===== src/rtl/bfx_pkg.sv =====
package bfx_pkg;
  localparam int BIT_IDX_W = 3;  // bit index within a byte

  typedef enum logic {
    MODE_REG = 1'b0,
    MODE_MEM = 1'b1
  } bfx_mode_e;
endpackage


===== src/rtl/bfx_field_slice.sv =====
module bfx_field_slice #(
  parameter  int DATA_W  = 32,
  localparam int SHIFT_W = $clog2(DATA_W),
  localparam int SIZE_W  = SHIFT_W + 1
) (
  input  logic [DATA_W-1:0]  lo_i,
  input  logic [DATA_W-1:0]  hi_i,
  input  logic [SHIFT_W-1:0] shift_i,
  input  logic [SIZE_W-1:0]  size_i,
  input  logic               signed_i,
  output logic [DATA_W-1:0]  field_o
);
  logic [2*DATA_W-1:0] pair;
  logic [DATA_W-1:0]   raw;
  logic [DATA_W-1:0]   mask;
  logic [SHIFT_W-1:0]  msb_idx;
  logic                sign;

  assign pair = {hi_i, lo_i};
  assign raw  = DATA_W'(pair >> shift_i);

  for (genvar i = 0; i < DATA_W; i++) begin : g_mask
    assign mask[i] = (SIZE_W'(i) < size_i);
  end

  assign msb_idx = SHIFT_W'(size_i - SIZE_W'(1));
  assign sign    = signed_i && (size_i != '0) && raw[msb_idx];
  assign field_o = (raw & mask) | ({DATA_W{sign}} & ~mask);
endmodule


===== src/rtl/bfx_locate.sv =====
module bfx_locate
  import bfx_pkg::*;
#(
  parameter  int ADDR_W = 32,
  parameter  int SIZE_W = 6,
  parameter  int CNT_W  = 3,
  localparam int SUM_W  = SIZE_W + 2
) (
  input  logic [ADDR_W-1:0]    pos_i,
  input  logic [ADDR_W-1:0]    base_i,
  input  logic [SIZE_W-1:0]    size_i,
  input  bfx_mode_e            mode_i,
  output logic [ADDR_W-1:0]    byte_addr_o,
  output logic [BIT_IDX_W-1:0] bit_ofs_o,
  output logic [CNT_W-1:0]     byte_cnt_o
);
  logic [ADDR_W-1:0] ofs_ext;
  logic [SUM_W-1:0]  span;
  logic [SUM_W-1:0]  bytes;

  assign ofs_ext = {{BIT_IDX_W{pos_i[ADDR_W-1]}}, pos_i[ADDR_W-1:BIT_IDX_W]};
  // round up to whole bytes
  assign span  = SUM_W'(pos_i[BIT_IDX_W-1:0]) + SUM_W'(size_i) + SUM_W'(7);
  assign bytes = span >> BIT_IDX_W;

  always_comb begin
    byte_addr_o = '0;
    bit_ofs_o   = '0;
    byte_cnt_o  = '0;
    if (mode_i == MODE_MEM) begin
      byte_addr_o = base_i + ofs_ext;
      bit_ofs_o   = pos_i[BIT_IDX_W-1:0];
      byte_cnt_o  = (bytes == '0) ? CNT_W'(1) : CNT_W'(bytes);
    end
  end
endmodule


===== src/rtl/bfx_rsvd_check.sv =====
module bfx_rsvd_check
  import bfx_pkg::*;
#(
  parameter int DATA_W = 32,
  parameter int ADDR_W = 32,
  parameter int SIZE_W = 6
) (
  input  logic [ADDR_W-1:0] pos_i,
  input  logic [SIZE_W-1:0] size_i,
  input  bfx_mode_e         mode_i,
  output logic              rsvd_o
);
  logic size_bad, pos_bad;

  assign size_bad = size_i > SIZE_W'(DATA_W);
  assign pos_bad  = (mode_i == MODE_REG) && (pos_i >= ADDR_W'(DATA_W));
  assign rsvd_o   = size_bad || pos_bad;
endmodule


===== src/rtl/bitfield_extract.sv =====
module bitfield_extract
  import bfx_pkg::*;
#(
  parameter  int DATA_W  = 32,
  parameter  int ADDR_W  = 32,
  localparam int SHIFT_W = $clog2(DATA_W),
  localparam int SIZE_W  = SHIFT_W + 1,
  localparam int CNT_W   = $clog2((DATA_W + 14) / 8 + 1)
) (
  input  logic                 clk_i,
  input  logic                 rst_ni,
  input  logic                 start_i,
  input  logic                 mem_mode_i,
  input  logic                 signed_i,
  input  logic [DATA_W-1:0]    lo_word_i,
  input  logic [DATA_W-1:0]    hi_word_i,
  input  logic [ADDR_W-1:0]    pos_i,
  input  logic [SIZE_W-1:0]    size_i,
  input  logic [ADDR_W-1:0]    base_addr_i,
  output logic [DATA_W-1:0]    result_o,
  output logic [ADDR_W-1:0]    byte_addr_o,
  output logic [BIT_IDX_W-1:0] bit_ofs_o,
  output logic [CNT_W-1:0]     byte_cnt_o,
  output logic                 rsvd_o,
  output logic                 done_o
);
  bfx_mode_e            mode;
  logic [SHIFT_W-1:0]   shift;
  logic [DATA_W-1:0]    field;
  logic [ADDR_W-1:0]    loc_addr;
  logic [BIT_IDX_W-1:0] loc_ofs;
  logic [CNT_W-1:0]     loc_cnt;
  logic                 rsvd;

  assign mode  = bfx_mode_e'(mem_mode_i);
  // memory mode starts inside the first byte only
  assign shift = (mode == MODE_MEM) ? SHIFT_W'(pos_i[BIT_IDX_W-1:0])
                                    : pos_i[SHIFT_W-1:0];

  bfx_field_slice #(.DATA_W(DATA_W)) i_slice (
    .lo_i     (lo_word_i),
    .hi_i     (hi_word_i),
    .shift_i  (shift),
    .size_i   (size_i),
    .signed_i (signed_i),
    .field_o  (field)
  );

  bfx_locate #(.ADDR_W(ADDR_W), .SIZE_W(SIZE_W), .CNT_W(CNT_W)) i_locate (
    .pos_i       (pos_i),
    .base_i      (base_addr_i),
    .size_i      (size_i),
    .mode_i      (mode),
    .byte_addr_o (loc_addr),
    .bit_ofs_o   (loc_ofs),
    .byte_cnt_o  (loc_cnt)
  );

  bfx_rsvd_check #(.DATA_W(DATA_W), .ADDR_W(ADDR_W), .SIZE_W(SIZE_W)) i_rsvd (
    .pos_i  (pos_i),
    .size_i (size_i),
    .mode_i (mode),
    .rsvd_o (rsvd)
  );

  always_ff @(posedge clk_i or negedge rst_ni) begin
    if (!rst_ni) begin
      result_o    <= '0;
      byte_addr_o <= '0;
      bit_ofs_o   <= '0;
      byte_cnt_o  <= '0;
      rsvd_o      <= 1'b0;
      done_o      <= 1'b0;
    end else begin
      done_o <= start_i;
      if (start_i) begin
        rsvd_o      <= rsvd;
        result_o    <= rsvd ? '0 : field;
        byte_addr_o <= rsvd ? '0 : loc_addr;
        bit_ofs_o   <= rsvd ? '0 : loc_ofs;
        byte_cnt_o  <= rsvd ? '0 : loc_cnt;
      end
    end
  end

  p_size_zero_r1: assert property (@(posedge clk_i) disable iff (!rst_ni)
    start_i && size_i == '0 |=> result_o == '0 && !rsvd_o);

  p_sign_fill_r3: assert property (@(posedge clk_i) disable iff (!rst_ni)
    start_i && signed_i && size_i != '0 && size_i <= SIZE_W'(DATA_W)
    |=> result_o[DATA_W-1] == result_o[$past(size_i) - SIZE_W'(1)]);

  p_zero_fill_r4: assert property (@(posedge clk_i) disable iff (!rst_ni)
    start_i && !signed_i |=> (result_o >> $past(size_i)) == '0);

  p_cnt_range_r6: assert property (@(posedge clk_i) disable iff (!rst_ni)
    start_i && mem_mode_i && size_i <= SIZE_W'(DATA_W)
    |=> byte_cnt_o >= CNT_W'(1) && byte_cnt_o <= CNT_W'(5));

  p_rsvd_clear_r7: assert property (@(posedge clk_i) disable iff (!rst_ni)
    rsvd_o |-> result_o == '0 && byte_cnt_o == '0 && byte_addr_o == '0);

  p_done_pulse_r8: assert property (@(posedge clk_i) disable iff (!rst_ni)
    start_i |=> done_o);

  p_done_idle_r8: assert property (@(posedge clk_i) disable iff (!rst_ni)
    !start_i |=> !done_o);

  p_hold_r9: assert property (@(posedge clk_i) disable iff (!rst_ni)
    !start_i |=> $stable(result_o) && $stable(byte_addr_o) && $stable(rsvd_o));
endmodule


===== config.mk =====
export PLATFORM = sky130hd
export DESIGN_NAME = bitfield_extract
export DESIGN_NICKNAME = d
export VERILOG_FILES = /design/src/rtl/bfx_pkg.sv /design/src/rtl/bfx_field_slice.sv /design/src/rtl/bfx_locate.sv /design/src/rtl/bfx_rsvd_check.sv /design/src/rtl/bitfield_extract.sv
export SDC_FILE = /design/constraint.sdc
export NUM_CORES = 1
export LEC_CHECK = 0
export BUFFER_PORTS_ARGS = -buffer_cell sky130_fd_sc_hd__buf_4
export CAP_MARGIN = 20
export CORE_MARGIN = 2
export CORE_UTILIZATION = 58
export CTS_BUF_LIST = sky130_fd_sc_hd__clkbuf_16
export DETAILED_ROUTE_END_ITERATION = 12
export PLACE_DENSITY_LB_ADDON = 0.12
export SETUP_SLACK_MARGIN = 0.4
export SLEW_MARGIN = 25
export SYNTH_ARGS = -nofsm -noshare
export SYNTH_HDL_FRONTEND = slang
export SYNTH_HIERARCHICAL = 1
export SYNTH_SLANG_ARGS = --single-unit

===== constraint.sdc =====
create_clock -name clk_i -period 0.99 [get_ports clk_i]
set_input_delay 0.099 -clock clk_i [delete_from_list [all_inputs] [get_ports clk_i]]
set_output_delay 0.099 -clock clk_i [all_outputs]
set_load 0.03 [all_outputs]

==> metrics.txt, run 1 <==
# TYPE chip_impl_metric gauge
chip_impl_metric{name="clock_sinks",unit=""} 72
chip_impl_metric{name="postCtsResizedCells",unit=""} 310
chip_impl_metric{name="gp_congestion",unit=""} 1.09
chip_impl_metric{name="synth_fp_nets",unit=""} 1511
chip_impl_info{name="synth_flop_cell",value="sky130_fd_sc_hd__dfrtp_1"} 1
chip_impl_metric{name="synth-seq-cells",unit=""} 72
chip_impl_metric{name="cts-htree-levels",unit=""} 3
chip_impl_info{name="synth_top_area_cell",value="sky130_fd_sc_hd__dfrtp_1"} 1
chip_impl_info{name="clock-root-buffer",value="sky130_fd_sc_hd__clkbuf_16"} 1
chip_impl_metric{name="yosysWarningCount",unit=""} 6
chip_impl_info{name="status",value="did not finish"} 1
chip_impl_metric{name="synthesis.area_per_instance",unit="um2"} 8.34
chip_impl_metric{name="dp_slack",unit="ns"} -2.38
chip_impl_info{name="last-stage-reached",value="clock tree synthesis"} 1
chip_impl_metric{name="yosys.area.top_type_share",unit="%"} 16.2
chip_impl_metric{name="num_rows",unit=""} 50
chip_impl_metric{name="postSynthCellCount",unit=""} 1334
chip_impl_metric{name="ys_async_sr_fraction",unit="%"} 100
chip_impl_metric{name="synthDistinctLibCells",unit=""} 91
chip_impl_metric{name="dieHeight",unit="um"} 143
chip_impl_metric{name="placement.io_buffers",unit=""} 209
chip_impl_metric{name="io-pin-count",unit=""} 211
chip_impl_metric{name="cts_setup_buffers",unit=""} 87
chip_impl_metric{name="die_x",unit="um"} 143
chip_impl_info{name="post_synth_main_area_contributors",value="sky130_fd_sc_hd__dfrtp_1, sky130_fd_sc_hd__mux4_2, sky130_fd_sc_hd__mux2i_1"} 1
chip_impl_metric{name="tritoncts.num_buffers",unit=""} 9
chip_impl_metric{name="netlist_area",unit="um2"} 11100
chip_impl_metric{name="synth_sequential_area_ratio",unit="%"} 16.2
chip_impl_metric{name="floorplan.initialDensity",unit="%"} 59.3
chip_impl_metric{name="place_inst",unit=""} 2122
chip_impl_info{name="error_message",value="[ERROR DPL-0038] Utilization greater than 100%, impossible to legalize"} 1
chip_impl_metric{name="clockBufferDepth",unit=""} 2
chip_impl_metric{name="synth_enable_flop_cells",unit=""} 0
chip_impl_metric{name="place_hpwl",unit="um"} 41500
cell usage after synthesis, drive strengths merged (14+ instances only):
master and number:
o21ai 124, nand2 106, inv 92, nor2 81
mux2i 77, dfrtp 72, nand3b 72, a21oi 63
clkbuf 56, mux4 50, buf 49, ha 36
mux2 32, nand3 27, a22oi 24, nand2b 23
nor3 22, o211ai 20, o41ai 20, nor2b 18
a31oi 17, xnor2 17, a21o 16, o32ai 15
and2 14
through the flow:
stage	hold slack, ns	instance area (um2)
3_3_place_gp	-0.00948	16500
3_5_place_dp	-0.00797	16500
2_1_floorplan	-0.197	11700
kinds of logic after synthesis:
family,Yosys count,share of synthesized area (%)
fa+ha+maj,38,4.41
compound gates,414,28.1
flops,72,16.2
buf+inv,198,8.38
simple gates,428,20.7
xor+xnor,25,1.97
mux,159,20.3
==> run 2, diff against run 1 <==
CORE_UTILIZATION = 40   (was 58)
CTS_BUF_LIST = not set   (was sky130_fd_sc_hd__clkbuf_16)
PLACE_DENSITY_LB_ADDON = 0.15   (was 0.12)
SETUP_SLACK_MARGIN = not set   (was 0.4)
==> run 2 against run 1 <==
The flow now finishes, with violations (negative setup slack). Synthesized cell count unchanged. Synthesized area unchanged.
==> metrics.txt, run 2 <==
# TYPE chip_impl_metric gauge
chip_impl_info{name="worstSetupEndpoint",value="result_o[9]"} 1
chip_impl_metric{name="antenna_left",unit=""} 0
chip_impl_metric{name="place_inst",unit=""} 2301
chip_impl_metric{name="placement.io_buffers",unit=""} 209
chip_impl_metric{name="finalCritPeriodShare",unit="%"} 305
chip_impl_metric{name="finalSetupViolCount",unit=""} 104
chip_impl_info{name="post_synth_main_area_contributors",value="sky130_fd_sc_hd__dfrtp_1, sky130_fd_sc_hd__mux4_2, sky130_fd_sc_hd__mux2i_1"} 1
chip_impl_metric{name="synth-seq-cells",unit=""} 72
chip_impl_metric{name="insertion_delay",unit="ns"} 0.35
chip_impl_metric{name="netlist_area",unit="um2"} 11100
chip_impl_metric{name="yosys.area.top_type_share",unit="%"} 16.2
chip_impl_metric{name="num_vias",unit=""} 14500
chip_impl_metric{name="routed_via_density",unit=""} 5.95
chip_impl_metric{name="r2r_setup_slack",unit="ns"} 0.11
chip_impl_metric{name="timing_worst_slew_pin_value",unit="ns"} 0.521
chip_impl_info{name="synthMostInstantiatedCell",value="sky130_fd_sc_hd__o21ai_0"} 1
chip_impl_metric{name="gp_congestion",unit=""} 1.06
chip_impl_metric{name="maxClockFrequency",unit="MHz"} 331
chip_impl_metric{name="route.final.wire_length",unit="um"} 54300
chip_impl_info{name="violations_in_the_final_reports",value="negative setup slack"} 1
chip_impl_metric{name="peakVddDrop",unit="V"} 0.000909
chip_impl_metric{name="critical_path.max_fanout",unit=""} 9
chip_impl_metric{name="timing.clock.skew",unit="ns"} 0
chip_impl_metric{name="final_nets",unit=""} 2223
chip_impl_metric{name="num_rows",unit=""} 61
chip_impl_metric{name="yosysWarningCount",unit=""} 6
chip_impl_metric{name="drc_marker_count_from_the_first_detailed_route_iteration",unit=""} 1374
chip_impl_info{name="worst_setup_path_start_kind",value="input port"} 1
chip_impl_info{name="unrepaired_setup_endpoints_after_global_routing",value="true"} 1
chip_impl_metric{name="ys_async_sr_fraction",unit="%"} 100
chip_impl_metric{name="synthesis.area_per_instance",unit="um2"} 8.34
chip_impl_info{name="critical_path.endpoint_type",value="flip-flop"} 1
chip_impl_metric{name="globalRoute.totalOverflow",unit=""} 0
chip_impl_metric{name="stdcell_count",unit=""} 2429
chip_impl_metric{name="post-route-drc-count",unit=""} 0
chip_impl_metric{name="tritoncts.num_buffers",unit=""} 9
chip_impl_metric{name="power.combinational.fraction",unit="%"} 63.2
chip_impl_metric{name="postPlaceCellArea",unit="um2"} 16900
chip_impl_info{name="clock_tree_from_tritoncts",value="built"} 1
chip_impl_metric{name="place_hpwl",unit="um"} 40200
chip_impl_metric{name="dr_wl_met3",unit="um"} 3720
chip_impl_metric{name="timing.hold.ws",unit="ns"} 0.162
chip_impl_info{name="layout.cells.most_common",value="sky130_fd_sc_hd__buf_4"} 1
chip_impl_metric{name="sw_frac_of_total",unit="%"} 39.1
chip_impl_info{name="crit_start",value="mem_mode_i"} 1
chip_impl_metric{name="floorplan.initialDensity",unit="%"} 40.3
chip_impl_metric{name="setup_ws",unit="ns"} -2.03
chip_impl_info{name="commonest_cells_after_routing_fill_and_taps_aside",value="sky130_fd_sc_hd__buf_4, sky130_fd_sc_hd__buf_6, sky130_fd_sc_hd__nand2_1"} 1
chip_impl_metric{name="final_count_of_hold_timing_violations",unit=""} 0
chip_impl_info{name="critical_path.reg2reg.endpoint",value="rsvd_o"} 1
chip_impl_metric{name="initial_antenna_violation_count",unit=""} 0
chip_impl_metric{name="coreArea",unit="um2"} 27600
chip_impl_metric{name="rr_worst_depth",unit=""} 2
chip_impl_metric{name="diodes",unit=""} 0
chip_impl_metric{name="register_area",unit="um2"} 1800
chip_impl_info{name="clock-root-buffer",value="sky130_fd_sc_hd__clkbuf_16"} 1
chip_impl_metric{name="power.leakage",unit="uW"} 0.00887
chip_impl_metric{name="first_pass_grt_wire_length",unit="um"} 81000
chip_impl_metric{name="dieHeight",unit="um"} 171
chip_impl_metric{name="synth_fp_nets",unit=""} 1511
chip_impl_metric{name="synth_sequential_area_ratio",unit="%"} 16.2
chip_impl_metric{name="synth_enable_flop_cells",unit=""} 0
chip_impl_metric{name="p_switching",unit="uW"} 7340
chip_impl_metric{name="grt_pass1_vias",unit=""} 14500
chip_impl_metric{name="m1WireLength",unit="um"} 20500
chip_impl_metric{name="synthDistinctLibCells",unit=""} 91
chip_impl_metric{name="clock_sinks",unit=""} 72
chip_impl_metric{name="slew_headroom",unit="%"} 64.3
chip_impl_metric{name="p_int",unit="uW"} 11400
chip_impl_metric{name="gr-usage-all-layers",unit="%"} 36.1
chip_impl_metric{name="slew_violations",unit=""} 0
chip_impl_metric{name="drt_first_pass_iters",unit=""} 8
chip_impl_info{name="status",value="finished with violations"} 1
chip_impl_metric{name="cts-htree-levels",unit=""} 3
chip_impl_metric{name="die_area",unit="um2"} 29200
chip_impl_metric{name="drive_gt1_share",unit="%"} 54.6
chip_impl_metric{name="area_growth_syn_to_layout",unit="%"} 78.6
chip_impl_info{name="synth_flop_cell",value="sky130_fd_sc_hd__dfrtp_1"} 1
chip_impl_metric{name="p_per_area",unit="nW/um2"} 944
chip_impl_metric{name="postSynthCellCount",unit=""} 1334
chip_impl_info{name="top_signal_layer_used",value="met4"} 1
chip_impl_metric{name="worst_ep_required_time",unit="ns"} 1.26
chip_impl_metric{name="final_core_utilization",unit="%"} 72.0
chip_impl_metric{name="multi_input_area",unit="um2"} 9880
chip_impl_metric{name="die_x",unit="um"} 171
chip_impl_metric{name="power.share.sequential",unit="%"} 17.6
chip_impl_metric{name="clockBufferDepth",unit=""} 2
chip_impl_info{name="synth_top_area_cell",value="sky130_fd_sc_hd__dfrtp_1"} 1
chip_impl_metric{name="wl_per_cell",unit="um"} 22.4
chip_impl_metric{name="io-pin-count",unit=""} 211
chip_impl_metric{name="stdcell_area",unit="um2"} 19900
chip_impl_info{name="ys_top_cells_by_count",value="sky130_fd_sc_hd__o21ai_0, sky130_fd_sc_hd__nand2_1, sky130_fd_sc_hd__inv_1"} 1
chip_impl_info{name="layout_top_registers",value="byte_addr_o (32), result_o (32)"} 1
chip_impl_metric{name="cts.clk_slew.worst_paths",unit="ns"} 0.06
chip_impl_metric{name="clockPowerShare",unit="%"} 19.2
chip_impl_info{name="worst-setup-path-type",value="input port to flip-flop"} 1
chip_impl_metric{name="met2RoutedLength",unit="um"} 26600
chip_impl_metric{name="grt_max_degree",unit=""} 39
chip_impl_metric{name="fill_cells",unit=""} 2092
chip_impl_metric{name="post-route-min-period",unit="ns"} 3.02
chip_impl_metric{name="cap_viol_max_count",unit=""} 0
chip_impl_metric{name="finalPower",unit="uW"} 18800
chip_impl_info{name="worst_hold_path_type",value="input port to flip-flop"} 1
chip_impl_info{name="rr_startpoint",value="rsvd_o"} 1
chip_impl_metric{name="crit_path_arrival_time",unit="ns"} 3.29
-- run 2: area by class of cell --
cell class	count	area share (%)
inverter	93	1.76
clock buffer	13	1.26
timing repair buffer	805	35.5
clock inverter	3	0.327
multi-input combinational	1065	49.7
tap	378	2.38
sequential	72	9.06
-- run 2: worst min-delay path by stage --
stage	startpoint	endpoint	cells after the start
6_report	start_i	result_o[2]	2
5_1_grt	start_i	result_o[2]	2
4_1_cts	start_i	bit_ofs_o[0]	2
3_5_place_dp	rst_ni	result_o[10]	1
3_3_place_gp	rst_ni	result_o[15]	1
2_1_floorplan	rst_ni	bit_ofs_o[0]	0
-- run 2: per-layer routing --
layer / vias to the layer above / track usage [%]
met4: 0 / 20.7
li1: 6512 / -
met1: 6993 / 42.1
met2: 741 / 62.6
met3: 216 / 5.81
met5: - / 0
-- run 2: metrics by stage --
step | setup slack (ns) | setup TNS [ns]
after global routing | -2.11 | -95.61
final | -2.03 | -89.07
after CTS | -1.85 | -83.31
after detailed placement | -2.81 | -126.93
after global placement | -3.05 | -135.37
after floorplan | -1.77 | -76.67
-- run 2: power by group through the flow --
stage,registers (uW),clock network [uW],logic (uW)
detailed placement,3310,0,9550
global placement,3310,0,9460
CTS,3300,3630,11000
finish,3300,3600,11900
global route,3320,3740,12500
floorplan,3680,0,4640
-- run 2: cell families (layout without fill, tap and decap cells) --
family                     Yosys count  in the layout  synth area share (%)
buffers and inverters              198            914                  8.38
DFF                                 72             72                  16.2
and+or+nand+nor                    428            428                  20.7
adders and majority gates           38             38                  4.41
AOI/OAI and AO/OA                  414            415                  28.1
muxes                              159            159                  20.3
xor gates and xnor gates            25             25                  1.97
-- run 2: critical path, stage by stage --
cell and delay, ns:
sky130_fd_sc_hd__buf_12 0.11, sky130_fd_sc_hd__nor2b_4 0.23, sky130_fd_sc_hd__buf_6 0.17, sky130_fd_sc_hd__buf_4 0.13, sky130_fd_sc_hd__buf_4 0.16, sky130_fd_sc_hd__and2_1 0.17
sky130_fd_sc_hd__buf_6 0.17, sky130_fd_sc_hd__a32oi_1 0.13, sky130_fd_sc_hd__and4b_1 0.22, sky130_fd_sc_hd__a2111o_1 0.42, sky130_fd_sc_hd__nor4_4 0.36, sky130_fd_sc_hd__nor3_4 0.10
sky130_fd_sc_hd__buf_6 0.15, sky130_fd_sc_hd__o41ai_4 0.40, sky130_fd_sc_hd__nand3b_1 0.15, sky130_fd_sc_hd__o21ai_1 0.10
-- run 2: timing repair --
item,CTS,global route
resized for setup,276,114
gates cloned,12,1
hold endpoints to repair,58,0
hold buffers,1,0
endpoints found under the setup margin,142,142
pin swaps,82,94
setup buffers,63,51
No activity file was read; power rests on OpenSTA's default activity.
